[config.mk]
export PLATFORM = sky130hd
export DESIGN_NAME = hs_shift_port
export DESIGN_NICKNAME = d
export VERILOG_FILES = /design/src/rtl/hs_shift_port.sv
export SDC_FILE = /design/constraint.sdc
export NUM_CORES = 1
export LEC_CHECK = 0
export ABC_AREA = 0
export CAP_MARGIN = 10
export CORE_UTILIZATION = 37
export DETAILED_ROUTE_END_ITERATION = 8
export GPL_ROUTABILITY_DRIVEN = 0
export GPL_TIMING_DRIVEN = 0
export MAX_ROUTING_LAYER = met4
export SYNTH_ARGS = -nofsm -noshare
export SYNTH_HDL_FRONTEND = slang
export SYNTH_SLANG_ARGS = --single-unit
[constraint.sdc]
create_clock -name clk -period 3.9 [get_ports clk]
set_clock_uncertainty 0.2 [all_clocks]
set_input_delay 0.585 -clock clk [delete_from_list [all_inputs] [get_ports clk]]
set_output_delay 0.585 -clock clk [all_outputs]
set_load 0.02 [all_outputs]
[src/rtl/hs_shift_port.sv]
module hs_shift_port #(
  parameter int DEPTH = 16
) (
  input  logic                      clk,
  input  logic                      rst_n,
  input  logic                      wr_en,
  input  logic [1:0]                wr_sel,
  input  logic [7:0]                wr_data,
  input  logic                      rd_shift,
  input  logic                      load_en,
  input  logic [$clog2(DEPTH+1)-1:0] load_len,
  input  logic [8*DEPTH-1:0]        load_bytes,
  output logic [7:0]                port_q,
  output logic [7:0]                shift_q,
  output logic                      shift_flag,
  output logic                      pkt_done,
  output logic [$clog2(DEPTH+1)-1:0] pkt_len,
  output logic [8*DEPTH-1:0]        pkt_bytes
);
  localparam int CW = $clog2(DEPTH+1);
  localparam int AW = $clog2(DEPTH);
  localparam logic [CW-1:0] FULL = CW'(DEPTH);

  logic [7:0]                ctrl_q;
  logic [DEPTH-1:0][7:0]     out_buf;
  logic [DEPTH-1:0][7:0]     in_buf;
  logic [CW-1:0]             out_cnt, in_idx, in_len;

  logic port_wr, dir_out, pair_chg, in_left;
  logic store_out, take_in, flag_set, fire;
  logic [7:0] nport;

  assign port_wr  = wr_en && (wr_sel == 2'd0) && !load_en;
  assign dir_out  = ctrl_q[4];
  assign pair_chg = wr_data[5:4] != port_q[5:4];
  assign in_left  = in_idx < in_len;
  assign pkt_bytes = out_buf;

  always_comb begin
    nport     = wr_data;
    store_out = 1'b0;
    take_in   = 1'b0;
    flag_set  = 1'b0;
    fire      = 1'b0;
    if (!wr_data[5]) begin
      if (dir_out) begin
        if (pair_chg && out_cnt < FULL) begin
          store_out = 1'b1;
          flag_set  = 1'b1;
        end
      end else if (pair_chg && in_left) begin
        take_in  = 1'b1;
        flag_set = 1'b1;
        if (in_idx + 1'b1 >= in_len) nport[3] = 1'b1;
      end
    end else if (port_q[5] && (wr_data[4] != port_q[4])) begin
      nport[3] = wr_data[4];
      flag_set = 1'b1;
    end else begin
      if (!port_q[5]) begin
        flag_set = 1'b1;
        fire     = out_cnt != '0;
      end
      if (in_left) nport[3] = 1'b0;
    end
  end

  always_ff @(posedge clk) begin
    if (!rst_n) begin
      port_q     <= '0;
      shift_q    <= '0;
      ctrl_q     <= '0;
      shift_flag <= 1'b0;
      pkt_done   <= 1'b0;
      pkt_len    <= '0;
      out_cnt    <= '0;
      in_idx     <= '0;
      in_len     <= '0;
      out_buf    <= '0;
      in_buf     <= '0;
    end else begin
      pkt_done <= 1'b0;
      if (rd_shift) shift_flag <= 1'b0;
      if (load_en) begin
        in_buf     <= load_bytes;
        in_len     <= load_len;
        in_idx     <= '0;
        shift_flag <= 1'b1;
        if (port_q[5] && load_len != '0) port_q[3] <= 1'b0;
      end else if (port_wr) begin
        port_q <= nport;
        if (flag_set) shift_flag <= 1'b1;
        if (store_out) begin
          out_buf[out_cnt[AW-1:0]] <= shift_q;
          out_cnt <= out_cnt + 1'b1;
        end
        if (take_in) begin
          shift_q <= in_buf[in_idx[AW-1:0]];
          in_idx  <= in_idx + 1'b1;
        end
        if (fire) begin
          pkt_done <= 1'b1;
          pkt_len  <= out_cnt;
          out_cnt  <= '0;
        end
      end
      if (wr_en && wr_sel == 2'd1 && !load_en) shift_q <= wr_data;
      if (wr_en && wr_sel == 2'd2 && !load_en) ctrl_q  <= wr_data;
    end
  end
endmodule

==> results of run 1 <==
## cell usage in the layout (no fill, tap or decap), types with 2 or more instances in the layout
cell type / n
clkdlybuf4s50_1: 296
dfxtp_1: 295
mux2i_1: 218
nor2_1: 156
nand2_1: 106
o21ai_0: 77
nand3_1: 69
clkbuf_1: 64
clkbuf_16: 37
mux4_2: 32
buf_1: 21
ha_1: 15
inv_1: 13
a21oi_1: 13
a22oi_1: 10
nor2_4: 8
nand4_1: 7
nor3_1: 7
buf_2: 6
xor2_1: 4
nand2b_1: 4
nor2b_1: 4
clkbuf_8: 4
xnor2_1: 3
buf_4: 3
clkinv_2: 3
diode_2: 2
and3_1: 2
or4b_1: 2
nand3b_1: 2
o211ai_1: 2
and2_1: 2
a211oi_1: 2
clkinvlp_4: 2
clkinv_4: 2
## sequential cells by signal (all words and copies together) (netlist names)
signal and count:
shift_q 8, in_buf 128, pkt_len 5, pkt_bytes 128, pkt_done 1, in_len 5, port_q 8, in_idx 5
shift_flag 1, ctrl_q 1, out_cnt 5
## power by group
part           leakage, nW  internal, mW  switching (mW)
Clock                0.532          1.88            1.24
Combinational         3.15         0.270           0.240
Sequential            2.40          3.10          0.0450
Total                 6.09          5.25            1.53
## path summary, 6_finish.rpt
check,start,end,slack (ns),cells past startpoint
min reg2reg,port_q[6],port_q[6],0.25,2
max reg2reg,in_idx[1],port_q[3],0.27,9
min,port_q[6],port_q[6],0.25,2
max,in_idx[1],port_q[3],0.27,9
## routing by layer
metal / GRT usage / vias to the layer above
met2: 0.382 / 303
met1: 0.282 / 4609
met4: 0.0550 / 0
li1: - / 4694
met5: - / -
met3: 0.0412 / 50
## worst max-delay path: cells and delay by family (launching register included)
| family | cells | cell delay (ns) |
|---|---|---|
| DFF | 1 | 0.45 |
| buffers and inverters | 2 | 1.42 |
| xor gates and xnor gates | 1 | 0.20 |
| and+or+nand+nor | 2 | 0.36 |
| adders and majority gates | 1 | 0.29 |
| AOI/OAI and AO/OA | 3 | 0.62 |
## layout make-up
type / instances / area (µm²)
clock buffers: 52 / 1020
repair buffers: 296 / 2960
fillers: 2863 / 15100
diodes: 2 / 5.00
multi-input cells: 763 / 5490
plain buffers: 84 / 342
inverters: 14 / 52.6
clock inverters: 8 / 77.6
well taps: 402 / 503
flip-flops and latches: 295 / 5910
## per-stage QoR
| stage | setup WS, ns | hold slack [ns] | std cells | power (mW) | util |
|---|---|---|---|---|---|
| after global placement | 0.375 | 0.243 | 1854 | 3.72 | 0.485 |
| after floorplan | 1.34 | 0.252 | 1156 | 3.45 | - |
| after detailed placement | 0.351 | 0.248 | 1854 | 3.72 | 0.485 |
| after global routing | 0.211 | 0.278 | 1916 | 7.03 | 0.520 |
| final | 0.266 | 0.255 | 1916 | 6.78 | 0.520 |
| after CTS | 0.304 | 0.258 | 1914 | 6.86 | 0.520 |
## kinds of logic (layout without fill, tap and decap cells)
logic type               after synthesis  count (layout)  synth area share
AND/OR/NAND/NOR                      377             377             0.144
flip-flops                           295             295             0.501
multiplexers                         250             250             0.246
AO/OA/AOI/OAI                        114             114            0.0542
buffers and inverters                 98             454            0.0334
adder cells (fa/ha/maj)               15              15            0.0159
XOR/XNOR                               7               7           0.00520
other                                  0               2                 0
==> out/qor.yml, run 1 <==
run_status: "finished clean"
layout.nets: 1651
final_hold_viol_count: 0
initial_core_util: 0.375
hp-class: "reg2reg"
cp-start-kind: "register"
p_leak_nw: 6.09
syn_inst: 1156
grt_pass1_wl_um: 55400
area.growth.synth_to_final_pct: 38.8
wl_per_cell_um: 19.1
routed-via-count: 9656
insertion_delay_ns: 0.50
slew_violations: 0
required_ns: 4.10
p_per_area_nw_per_um2: 414
drtPass1Iterations: 5
totalWireLength_um: 36600
fin_area_um2: 16400
rows: 65
clk_pin_slew_worst_paths_ns: 0.06
dp_hpwl_um: 27400
synth_cell_types: 48
cp.arrival_ns: 3.83
numPortBuffers: 296
wl_met3_um: 2050
synth.avg_cell_area_um2: 10.2
yosysWarnings: 0
drv_cap: 0
top_layer: "met4"
period_minus_slack_ns: 3.63
cts_sinks: 295
drive_gt1_frac: 0.0694
htreeDepth: 2
synth_seq_cells: 295
grt.total_usage: 0.227
rsz0062_at_grt: "no"
grt_pass1_vias: 9447
fmax_mhz: 275
cp-end-kind: "register"
antenna_found_initial: 2
yosysTopAreaCellShare: 0.501
postCtsSetupBuffers: 0
io_pins: 299
grt_overflow: 0
via_per_inst: 5.04
core_area_um2: 31500
clockBufferDepth: 3
synth_edf_count: 0
ir_drop_v: 0.000288
worst_pin_slew_ns: 0.890
dpl_cell_area_um2: 15300
yosys_most_used_dff: "dfxtp_1"
critPathKind: "reg2reg"
synth_common_cells: "dfxtp_1 (295), mux2i_1 (218), nor2_1 (156), nand2_1 (106), o21ai_0 (77)"
synthArstFlopShare: 0
drtIter0Drc: 594
grt_max_degree: 14
cts_tree: "done"
drc: 0
dieHeight_um: 181
relSlewSlack: 0.407
die-area_um2: 32600
yosysSeqAreaShare: 0.501
synthTopCellsByArea: "dfxtp_1 (50%), mux2i_1 (19%), mux4_2 (6.1%), nor2_1 (5.0%), nand2_1 (3.4%)"
cpPeakStageDelay_ns: 0.72
cts-resized-gates: 0
cts_made_buffers: 34
slowest_stage: "clkbuf_1"
syn-num-nets: 1319
wirelength_met1_um: 16100
ant_nets: 0
die_w_um: 181
holdBufCountCts: 0
synth_most_common_cell: "dfxtp_1"
fin_setup_tns_ns: 0
root_buffer: "clkbuf_16"
netlist_area_um2: 11800
worstPathCellList: "buf_1 > clkbuf_1 > nand3_1 > xnor2_1 > ha_1 > o21ai_0 > a21oi_1 > nor4_1 > o41ai_1"
met2_length_um: 17800
path_max_fanout: 10
finalCritPeriodShare: 0.932
synth.largest_area_cell: "dfxtp_1"
finalSetupViolations: 0
Note: power is estimated with default switching activity, not from simulation.
==> run 2: changes to the inputs <==
--- a/config.mk
+++ b/config.mk
@@ -6,10 +6,10 @@
 export NUM_CORES = 1
 export LEC_CHECK = 0
 export ABC_AREA = 0
+export ABC_CLOCK_PERIOD_IN_PS = 3900
 export CAP_MARGIN = 10
 export CORE_UTILIZATION = 37
 export DETAILED_ROUTE_END_ITERATION = 8
-export GPL_ROUTABILITY_DRIVEN = 0
 export GPL_TIMING_DRIVEN = 0
 export MAX_ROUTING_LAYER = met4
 export SYNTH_ARGS = -nofsm -noshare
==> results of run 2 <==
Final layout, timing and power as in run 1 (identical DEF).
